<file path="config.mk">
export PLATFORM = sky130hd
export DESIGN_NAME = lsf_engine
export DESIGN_NICKNAME = d
export VERILOG_FILES = /design/src/rtl/lsf_pkg.sv /design/src/rtl/lsf_timing.sv /design/src/rtl/lsf_fifo.sv /design/src/rtl/lsf_fetch.sv /design/src/rtl/lsf_engine.sv
export SDC_FILE = /design/constraint.sdc
export NUM_CORES = 1
export LEC_CHECK = 0
export BUFFER_PORTS_ARGS = -buffer_cell sky130_fd_sc_hd__buf_2
export CAP_MARGIN = 5
export CORE_MARGIN = 1
export CORE_UTILIZATION = 50
export DETAILED_ROUTE_END_ITERATION = 16
export PLACE_DENSITY = 0.72
export SLEW_MARGIN = 10
export SYNTH_ARGS = -nofsm -noshare
export SYNTH_HDL_FRONTEND = slang
export SYNTH_SLANG_ARGS = --single-unit
</file>
<file path="constraint.sdc">
create_clock -name clk -period 3 [get_ports clk]
set_input_delay 0.15 -clock clk [delete_from_list [all_inputs] [get_ports clk]]
set_output_delay 0.15 -clock clk [all_outputs]
set_load 0.02 [all_outputs]
</file>
<file path="src/rtl/lsf_pkg.sv">
package lsf_pkg;

  typedef struct packed {
    logic hs_n;
    logic vs_n;
    logic act;
  } lsf_scan_t;

  // true when pos lies in [first, first+len)
  function automatic logic in_zone(int pos, int first, int len);
    return (pos >= first) && (pos < first + len);
  endfunction

endpackage

</file>
<file path="src/rtl/lsf_timing.sv">
module lsf_timing
  import lsf_pkg::*;
#(
  parameter int CLK_DIV = 4,
  parameter int H_ACT   = 640,
  parameter int H_FP    = 16,
  parameter int H_SYNC  = 96,
  parameter int H_BP    = 48,
  parameter int V_ACT   = 480,
  parameter int V_FP    = 10,
  parameter int V_SYNC  = 2,
  parameter int V_BP    = 33
) (
  input  logic      clk,
  input  logic      rst_n,
  output logic      pix_en,
  output lsf_scan_t scan,
  output logic      frame_restart
);

  localparam int H_TOT = H_ACT + H_FP + H_SYNC + H_BP;
  localparam int V_TOT = V_ACT + V_FP + V_SYNC + V_BP;
  localparam int HW    = $clog2(H_TOT);
  localparam int VW    = $clog2(V_TOT);
  localparam int DW    = (CLK_DIV > 1) ? $clog2(CLK_DIV) : 1;

  localparam logic [DW-1:0] DIV_LAST = DW'(CLK_DIV - 1);
  localparam logic [HW-1:0] H_LAST   = HW'(H_TOT - 1);
  localparam logic [VW-1:0] V_LAST   = VW'(V_TOT - 1);
  localparam logic [VW-1:0] V_VIS_LAST = VW'(V_ACT - 1);
  localparam logic [VW-1:0] V_START  = VW'(V_ACT);

  logic [DW-1:0] div_q;
  logic [HW-1:0] h_q;
  logic [VW-1:0] v_q;
  logic          line_end;

  assign pix_en   = (div_q == DIV_LAST);
  assign line_end = pix_en && (h_q == H_LAST);

  // start in the first blanked line so the queue fills before video
  always_ff @(posedge clk) begin
    if (!rst_n) begin
      div_q <= '0;
      h_q   <= '0;
      v_q   <= V_START;
    end else begin
      div_q <= pix_en ? '0 : div_q + DW'(1);
      if (pix_en) h_q <= line_end ? '0 : h_q + HW'(1);
      if (line_end) v_q <= (v_q == V_LAST) ? '0 : v_q + VW'(1);
    end
  end

  always_comb begin
    scan.act  = in_zone(int'(h_q), 0, H_ACT) && in_zone(int'(v_q), 0, V_ACT);
    scan.hs_n = !in_zone(int'(h_q), H_ACT + H_FP, H_SYNC);
    scan.vs_n = !in_zone(int'(v_q), V_ACT + V_FP, V_SYNC);
  end

  assign frame_restart = line_end && (v_q == V_VIS_LAST);

endmodule

</file>
<file path="src/rtl/lsf_fifo.sv">
module lsf_fifo #(
  parameter int W     = 16,
  parameter int DEPTH = 8
) (
  input  logic                       clk,
  input  logic                       rst_n,
  input  logic                       push,
  input  logic [W-1:0]               wdata,
  input  logic                       pop,
  output logic [W-1:0]               rdata,
  output logic [$clog2(DEPTH+1)-1:0] level,
  output logic                       empty,
  output logic                       full
);

  localparam int PW = $clog2(DEPTH);
  localparam int LW = $clog2(DEPTH + 1);
  localparam logic [PW-1:0] P_LAST = PW'(DEPTH - 1);

  logic [W-1:0]  mem_q [DEPTH];
  logic [PW-1:0] wp_q, rp_q;
  logic [LW-1:0] lvl_q;
  logic          do_pop;

  assign do_pop = pop && (lvl_q != '0);

  always_ff @(posedge clk) begin
    if (push) mem_q[wp_q] <= wdata;
  end

  always_ff @(posedge clk) begin
    if (!rst_n) begin
      wp_q  <= '0;
      rp_q  <= '0;
      lvl_q <= '0;
    end else begin
      if (push)   wp_q <= (wp_q == P_LAST) ? '0 : wp_q + PW'(1);
      if (do_pop) rp_q <= (rp_q == P_LAST) ? '0 : rp_q + PW'(1);
      case ({push, do_pop})
        2'b10:   lvl_q <= lvl_q + LW'(1);
        2'b01:   lvl_q <= lvl_q - LW'(1);
        default: lvl_q <= lvl_q;
      endcase
    end
  end

  assign rdata = mem_q[rp_q];
  assign level = lvl_q;
  assign empty = (lvl_q == '0);
  assign full  = (lvl_q == LW'(DEPTH));

endmodule

</file>
<file path="src/rtl/lsf_fetch.sv">
module lsf_fetch #(
  parameter int ADDR_W    = 24,
  parameter int DEPTH     = 8,
  parameter int FRAME_PIX = 640 * 480
) (
  input  logic                       clk,
  input  logic                       rst_n,
  input  logic                       restart,
  input  logic [$clog2(DEPTH+1)-1:0] fifo_level,
  input  logic                       gnt,
  input  logic                       rsp_valid,
  output logic                       req,
  output logic [ADDR_W-1:0]          addr
);

  localparam int LVW  = $clog2(DEPTH + 1);
  localparam int SW   = LVW + 1;
  localparam int FC_W = $clog2(FRAME_PIX + 1);

  logic [LVW-1:0]  inflight_q;
  logic [FC_W-1:0] fcnt_q;
  logic [SW-1:0]   committed;
  logic            room, left, take;

  // words already queued plus words still on their way back
  assign committed = SW'(fifo_level) + SW'(inflight_q);
  assign room      = committed < SW'(DEPTH);
  assign left      = fcnt_q < FC_W'(FRAME_PIX);
  assign req       = room && left;
  assign take      = req && gnt;
  assign addr      = ADDR_W'(fcnt_q);

  always_ff @(posedge clk) begin
    if (!rst_n) begin
      inflight_q <= '0;
      fcnt_q     <= '0;
    end else begin
      case ({take, rsp_valid})
        2'b10:   inflight_q <= inflight_q + LVW'(1);
        2'b01:   inflight_q <= inflight_q - LVW'(1);
        default: inflight_q <= inflight_q;
      endcase
      if (restart)   fcnt_q <= '0;
      else if (take) fcnt_q <= fcnt_q + FC_W'(1);
    end
  end

endmodule

</file>
<file path="src/rtl/lsf_engine.sv">
module lsf_engine
  import lsf_pkg::*;
#(
  parameter int CLK_DIV    = 4,
  parameter int H_ACT      = 640,
  parameter int H_FP       = 16,
  parameter int H_SYNC     = 96,
  parameter int H_BP       = 48,
  parameter int V_ACT      = 480,
  parameter int V_FP       = 10,
  parameter int V_SYNC     = 2,
  parameter int V_BP       = 33,
  parameter int LAYER_W    = 8,
  parameter int FIFO_DEPTH = 8,
  parameter int ADDR_W     = 24
) (
  input  logic                 clk,
  input  logic                 rst_n,
  output logic                 mem_req,
  output logic [ADDR_W-1:0]    mem_addr,
  input  logic                 mem_gnt,
  input  logic                 mem_rvalid,
  input  logic [2*LAYER_W-1:0] mem_rdata,
  output logic                 fifo_full,
  output logic                 hsync_n,
  output logic                 vsync_n,
  output logic                 blank,
  output logic [LAYER_W-1:0]   rgb,
  output logic                 underflow_err
);

  localparam int WORD_W    = 2 * LAYER_W;
  localparam int LVL_W     = $clog2(FIFO_DEPTH + 1);
  localparam int FRAME_PIX = H_ACT * V_ACT;

  // upper code wins unless it is the transparent value zero
  function automatic logic [LAYER_W-1:0] compose(logic [WORD_W-1:0] w);
    logic [LAYER_W-1:0] up, lo;
    up = w[WORD_W-1:LAYER_W];
    lo = w[LAYER_W-1:0];
    return (up != '0) ? up : lo;
  endfunction

  lsf_scan_t          scan;
  logic               pix_en, frame_restart, scan_act;
  logic [WORD_W-1:0]  fifo_rdata;
  logic [LVL_W-1:0]   fifo_level;
  logic               fifo_empty;
  logic               fifo_pop, fifo_underflow;
  logic [LAYER_W-1:0] comp_pix;

  lsf_timing #(
    .CLK_DIV(CLK_DIV), .H_ACT(H_ACT), .H_FP(H_FP), .H_SYNC(H_SYNC), .H_BP(H_BP),
    .V_ACT(V_ACT), .V_FP(V_FP), .V_SYNC(V_SYNC), .V_BP(V_BP)
  ) u_tim (
    .clk(clk), .rst_n(rst_n), .pix_en(pix_en), .scan(scan),
    .frame_restart(frame_restart)
  );

  lsf_fetch #(.ADDR_W(ADDR_W), .DEPTH(FIFO_DEPTH), .FRAME_PIX(FRAME_PIX)) u_fet (
    .clk(clk), .rst_n(rst_n), .restart(frame_restart), .fifo_level(fifo_level),
    .gnt(mem_gnt), .rsp_valid(mem_rvalid), .req(mem_req), .addr(mem_addr)
  );

  lsf_fifo #(.W(WORD_W), .DEPTH(FIFO_DEPTH)) u_q (
    .clk(clk), .rst_n(rst_n), .push(mem_rvalid), .wdata(mem_rdata),
    .pop(fifo_pop), .rdata(fifo_rdata), .level(fifo_level),
    .empty(fifo_empty), .full(fifo_full)
  );

  assign scan_act       = scan.act;
  assign fifo_pop       = pix_en && scan_act && !fifo_empty;
  assign fifo_underflow = pix_en && scan_act && fifo_empty;
  assign comp_pix       = compose(fifo_rdata);

  always_ff @(posedge clk) begin
    if (!rst_n) begin
      hsync_n       <= 1'b1;
      vsync_n       <= 1'b1;
      blank         <= 1'b1;
      rgb           <= '0;
      underflow_err <= 1'b0;
    end else begin
      if (pix_en) begin
        hsync_n <= scan.hs_n;
        vsync_n <= scan.vs_n;
        blank   <= !scan_act;
        rgb     <= fifo_pop ? comp_pix : '0;
      end
      if (fifo_underflow) underflow_err <= 1'b1;
    end
  end

endmodule

</file>
== After elaboration in Yosys (flattened, before gate mapping) ==
Memory sizes are Yosys's and may differ from the RTL's. A register that Yosys moved wholly into a read port is not among the register bits.
Index checks and enable logic that the tools add are counted.
Word-level totals
  RAM bits: 128
  input port bits: 20
  memories: 1
  register bits: 67
Operators by class
  equality and inequality tests: 11
  $add $sub $neg: 11
  $lt $le $gt $ge: 8
  bitwise logic cells: 1
  reduce and logical (&&, ||, !) cells: 22
  multiplexer cells: 12
Memory list
  u_q.mem_q: words 8, width 16, read ports 1, clocked after memory_dff 1, write ports 1, line lsf_fifo.sv:20  | logic [W-1:0] mem_q [DEPTH];
Operator list (count)
  $add 10x1->10 const B: 2
  $eq 10x10->1 const B: 2
  $lt 10x10->1 const B: 2
  $lt 10x9->1 const B: 2
  $mux 10: 2
  $add 19x1->19 const B: 1
  $lt 19x19->1 const B: 1
  $mux 8: 2
  $pmux 4 s2: 2
  $mux 3: 4
  $logic_and 1x1->1: 11
  $eq 10x9->1 const B: 1
  $ge 10x10->1 const B: 1
  $ge 10x9->1 const B: 1
  $add 4x1->4 const B: 2
  $reduce_bool 8->1: 1
  $sub 4x1->4 const B: 2
  $add 3x1->3 const B: 2
  $eq 2x2->1 const B: 3
  $eq 3x3->1 const B: 2
  $add 4x4->5: 1
  $lt 5x4->1 const B: 1
  $eq 2x1->1 const B: 2
  $eq 4x4->1 const B: 1
  other kinds (8): 14

== Logic depth before layout (Yosys ltp) ==
  word-level depth: 7
  depth in mapped cells: 12
  mapped depth without buffers: 12

== Hierarchy ==
A second synthesis with hierarchy kept.
Unflattened totals
  cell total of the unflattened synthesis: 628
  area total of the unflattened synthesis: 8812.2 sq um
By module, submodules not included
  lsf_fifo: sequential area each 4103.9 sq um, cells each 264, area an instance 5612.9 sq um, instances 1
  lsf_fetch: sequential area each 460.4 sq um, cells each 160, area an instance 1418.9 sq um, instances 1
  lsf_timing: sequential area each 440.4 sq um, cells each 130, area an instance 1128.6 sq um, instances 1
  lsf_engine: sequential area each 240.2 sq um, cells each 74, area an instance 651.9 sq um, instances 1

== Worst setup path after synthesis ==
Ideal clock, no wire load.
  path kind: flip-flop to flip-flop
  start point: register u_q.lvl_q[3] (netlist: u_q.level[3])
  end point: register u_fet.inflight_q[3]
  path slack: 133 ps
  data arrival time: 2796 ps
  data required time: 2929 ps
  stages on the path, launching flop included: 13
  path through: dfxtp_1 ha_1 nor3_1 o21ai_1 a211oi_1 inv_1 ha_1 ha_1 a21o_1 a21oi_1 xnor2_1 or3_1 a21oi_1
On the way
  word-level cells in the longest chain between the ends: 6
  elaborated cells between the ends (all ways): 8
  those cells by class: 1 x add/sub; 1 x order compare; 2 x eq/ne; 1 x mux; 3 x reduce/logical
Ends and longest elaborated chain
  start: declaration: line lsf_fifo.sv:22  | logic [LW-1:0] lvl_q;
  start signal: assignment: line lsf_fifo.sv:40  | 2'b10: lvl_q <= lvl_q + LW'(1);
  start signal: assignment: line lsf_fifo.sv:41  | 2'b01: lvl_q <= lvl_q - LW'(1);
  start signal: assignment: line lsf_fifo.sv:42  | default: lvl_q <= lvl_q;
  $add 4x4->5 *: line lsf_fetch.sv:26  | assign committed = SW'(fifo_level) + SW'(inflight_q);
  $lt 5x4->1 *: line lsf_fetch.sv:27  | assign room = committed < SW'(DEPTH);
  $logic_and 1x1->1 *: line lsf_fetch.sv:29  | assign req = room && left;
  $logic_and 1x1->1 *: line lsf_fetch.sv:30  | assign take = req && gnt;
  $eq 2x1->1 or $eq 2x2->1 (tied branches): line lsf_fetch.sv:38  | case ({take, rsp_valid})
  $pmux 4 s2 or $reduce_bool 2->1 (tied branches)
  end signal: assignment: line lsf_fetch.sv:39  | 2'b10: inflight_q <= inflight_q + LVW'(1);
  end signal: assignment: line lsf_fetch.sv:40  | 2'b01: inflight_q <= inflight_q - LVW'(1);
  end signal: assignment: line lsf_fetch.sv:41  | default: inflight_q <= inflight_q;
  end: declaration: line lsf_fetch.sv:20  | logic [LVW-1:0] inflight_q;
Every way passes the cells marked *; elsewhere a longest branch is shown, timed or not.
A chain may end at the register's enable or synchronous reset.

== Final worst setup path ==
  start point: register u_fet.inflight_q[1]
  end point: register u_fet.inflight_q[3]
On the way
  word-level cells in the longest chain between the ends: 6
  elaborated cells between the ends (all ways): 10
  those cells by class: 3 x add/sub; 1 x order compare; 2 x eq/ne; 1 x mux; 3 x reduce/logical
Ends and longest elaborated chain (line)
  $add 4x4->5: lsf_fetch.sv:26
  $lt 5x4->1: lsf_fetch.sv:27
  $logic_and 1x1->1: lsf_fetch.sv:29
  $logic_and 1x1->1: lsf_fetch.sv:30
  $eq 2x1->1 or $eq 2x2->1 (tied branches): lsf_fetch.sv:38
  $pmux 4 s2 or $reduce_bool 2->1 (tied branches)
Parallel ways exist; a longest one is shown, timed or not.

==> flow_metrics.env <==
export IMPL_status="finished, final reports clean"
export IMPL_cts_tree="built"
export IMPL_powerDensity_nw_per_um2=570
export IMPL_viasPerCell=5.59
export IMPL_ys_warn_count=0
export IMPL_gp_congestion=0.784
export IMPL_start_kind="register"
export IMPL_die_area_um2=17000
export IMPL_nNetsFinal=712
export IMPL_netSwitchingFraction=0.229
export IMPL_met2_usage=0.326
export IMPL_hold_viol_final=0
export IMPL_combPwrFrac=0.057
export IMPL_drc=0
export IMPL_arrival_ns=3.13
export IMPL_clkLatencyLatePin_ns=0.43
export IMPL_seqPwrFrac=0.550
export IMPL_p_int_mw=4.20
export IMPL_ioPinCount=58
export IMPL_clockBufferDepth=2
export IMPL_antenna_left=0
export IMPL_first_pass_iters=5
export IMPL_drt_iter0_markers=334
export IMPL_placed_cell_area_um2=8810
export IMPL_setup_violations=0
export IMPL_fillerInstances=1262
export IMPL_die_x_um=130
export IMPL_multi_input_area_um2=2810
export IMPL_cts_sinks=198
export IMPL_clk_pin_slew_worst_paths_ns=0.07
export IMPL_grt_pass1_vias=4823
export IMPL_finalSetupTns_ns=0
export IMPL_cp_num_buf_inv=1
export IMPL_cp_cell_sequence="ha_1 > a31oi_2 > o21ai_1 > a211oi_2 > inv_1 > ha_1 > ha_1 > a21o_1 > a21oi_1 > xnor2_1 > or3_1 > a21oi_1"
export IMPL_yosysSeqAreaShare=0.638
export IMPL_max_slew_margin=0.497
export IMPL_place_ws_ns=0.145
export IMPL_path_max_fanout=4
export IMPL_synth_cell_type_count=52
export IMPL_antenna_cells=0
export IMPL_grt_pass1_wl_mm=25.2
export IMPL_io_buffer_count=52
export IMPL_cap_violations=0
export IMPL_synthArstFlopShare=0
export IMPL_dpl_hpwl_mm=10.1
export IMPL_critPathTopFamily="compound AO/OA/AOI/OAI gates"
export IMPL_dr_total_vias=5030
export IMPL_critPathKind="reg -> reg"
export IMPL_seqCellArea_um2=5250
export IMPL_htree_num_levels=4
export IMPL_post_cts_setup_buffer_count=0
export IMPL_antenna_found_initial=0
export IMPL_use_met3=0.0377
export IMPL_fin_area_um2=9550
export IMPL_worstHoldPathType="in -> reg"
export IMPL_core_um2=16000
export IMPL_rsz0062_at_grt="no"
export IMPL_cts_root_buf="clkbuf_16"
export IMPL_crit_required_ns=3.35
export IMPL_period_minus_slack_ns=2.78
export IMPL_routed_wirelength_mm=15.8
export IMPL_ys_seq_elements=198
export IMPL_finalCritPeriodShare=0.926
export IMPL_gr_total_overflow=0
export IMPL_cp_common_cell="ha_1"
export IMPL_wl_per_cell_um=17.5
export IMPL_synth_ff_type="edfxtp_1"
export IMPL_p_leak_nw=3.35
export IMPL_p_switching_mw=1.25
export IMPL_synth_area_um2=8230
export IMPL_synthCells=584
export IMPL_fp_dieH_um=130
export IMPL_layout_setup_ws_ns=0.222
export IMPL_p_clk_frac=0.393
export IMPL_core_rowCount=46
export IMPL_top_usage_layer="met2"
export IMPL_track_usage=0.200
export IMPL_crit_path_max_incr_delay_ns=0.39
export IMPL_grt_use_met1=0.268
export IMPL_synth_edf_count=128
export IMPL_start_util=0.514
export IMPL_area_delta_synth_final_pct=16.1
export IMPL_drv_slew=0
export IMPL_worst_pin_slew_ns=0.754
export IMPL_grt_max_degree=33
export IMPL_ir_worst_vdd_uv=385
export IMPL_critPathCaptureType="register"
export IMPL_layout_drive_gt1_share=0.221
export IMPL_cts_buffers=17
export IMPL_cp_slowest_cell="dfxtp_1"
export IMPL_synth_avg_cell_area_um2=14.1
export IMPL_fmax_mhz=360
export IMPL_fin_skew_ns=0.0102
timing repair:
action	4_1_cts	5_1_grt
resized for setup	0	2
endpoints found under the hold margin	129	0
hold buffers	17	0
setup endpoints to repair	0	1
cells in the mapped netlist, drive strengths merged (3+ instances only):
master  number  share of area
a21o         4         0.0037
a21oi       32          0.019
a22oi        8         0.0073
and2         3         0.0023
and3         7         0.0053
buf         14          0.011
clkbuf      10         0.0046
dfxtp       70           0.17
edfxtp     128           0.47
ha          19          0.029
inv         20         0.0091
mux2        10          0.014
mux2i       10          0.012
mux4        32          0.089
nand2       28          0.013
nand2b       5         0.0038
nand3        8         0.0055
nand4       19          0.014
nor2        49          0.022
nor3        13         0.0085
nor4         5         0.0056
o21ai       25          0.015
o31ai        4         0.0053
or3         14          0.011
or4          3         0.0027
xnor2       12          0.013
xor2        14          0.015
metal layers:
| metal | part of all wire | routed length [µm] |
|---|---|---|
| met1 | 0.44 | 6910 |
| met2 | 0.50 | 7920 |
| met3 | 0.047 | 737 |
| met4 | 0.014 | 221 |
| met5 | 0 | 0 |
cell families (layout without fill, tap and decap cells):
| logic type | Yosys count | after routing | share of synthesized area |
|---|---|---|---|
| flip-flops | 198 | 198 | 0.638 |
| AND/OR/NAND/NOR | 162 | 162 | 0.103 |
| AO/OA/AOI/OAI | 79 | 79 | 0.0566 |
| multiplexers | 52 | 52 | 0.116 |
| buffers and inverters | 45 | 141 | 0.0249 |
| XOR/XNOR | 26 | 26 | 0.0277 |
| adder cells (fa/ha/maj) | 21 | 21 | 0.0338 |
| other | 1 | 5 | 0.000456 |
registers in the layout, summed over array words and instances, names as in the netlist, 2 cells and up, named ones only:
name	count
u_q.level	4
u_fet.inflight_q	4
u_q.mem_q	128
u_q.wp_q	3
u_fet.fcnt_q	19
u_tim.h_q	10
u_tim.div_q	2
rgb	8
u_tim.v_q	10
u_q.rp_q	3
cells in the final DEF, fill, tap and decap left out, drive strengths merged, types with 3 or more instances in the layout:
cell type / synthesis / routed
conb: 1 / 5
ha: 19 / 19
mux4: 32 / 32
a21oi: 32 / 32
buf: 14 / 71
nand4: 19 / 19
nor2: 49 / 49
xnor2: 12 / 12
o31ai: 4 / 4
mux2i: 10 / 10
nor3: 13 / 13
dlygate4sd3: 0 / 17
nand2b: 5 / 5
a21o: 4 / 4
clkbuf: 10 / 18
inv: 20 / 24
nand3: 8 / 8
clkinv: 1 / 11
and2: 3 / 3
nand2: 28 / 28
mux2: 10 / 10
edfxtp: 128 / 128
or3: 14 / 14
dfxtp: 70 / 70
nor4: 5 / 5
or4: 3 / 3
o21ai: 25 / 25
xor2: 14 / 14
a22oi: 8 / 8
and3: 7 / 7
worst paths after layout:
path | cells after the start | start | slack (ns) | end
worst max-delay path | 12 | u_fet.inflight_q[1] | 0.22 | u_fet.inflight_q[3]
worst max register to register | 12 | u_fet.inflight_q[1] | 0.22 | u_fet.inflight_q[3]
worst min register to register | 1 | u_tim.div_q[0] | 0.43 | u_tim.div_q[0]
worst min-delay path | 3 | mem_rvalid | 0.08 | u_q.wp_q[2]
final cells by class:
class,instances,share of cell area
Sequential cell,198,0.549
Multi-Input combinational cell,345,0.294
Timing Repair Buffer,88,0.0613
Clock buffer,18,0.0460
Tap cell,216,0.0283
Clock inverter,14,0.0127
Inverter,21,0.00825
power by group through the flow:
| stage | clock (mW) | sequential (mW) | combinational [mW] |
|---|---|---|---|
| 2_1_floorplan | 0 | 3.05 | 0.191 |
| 3_3_place_gp | 0 | 3.05 | 0.280 |
| 3_5_place_dp | 0 | 3.06 | 0.294 |
| 4_1_cts | 2.18 | 2.99 | 0.314 |
| 5_1_grt | 2.27 | 3.00 | 0.352 |
| 6_report | 2.14 | 2.99 | 0.313 |
stage by stage:
stage	utilization	instances	hold slack [ns]	power, mW
final	0.597	900	0.0806	5.45
after global routing	0.597	900	0.104	5.62
after CTS	0.596	900	0.0806	5.49
after detailed placement	0.551	851	0.421	3.35
after global placement	0.551	851	0.408	3.33
after floorplan	-	588	0.249	3.24
tightest hold or removal path, stage by stage:
cell,delay (ns)
buf_2,0.15
mux2i_1,0.09
nor2_1,0.07
No activity file was read; power rests on OpenSTA's default activity.
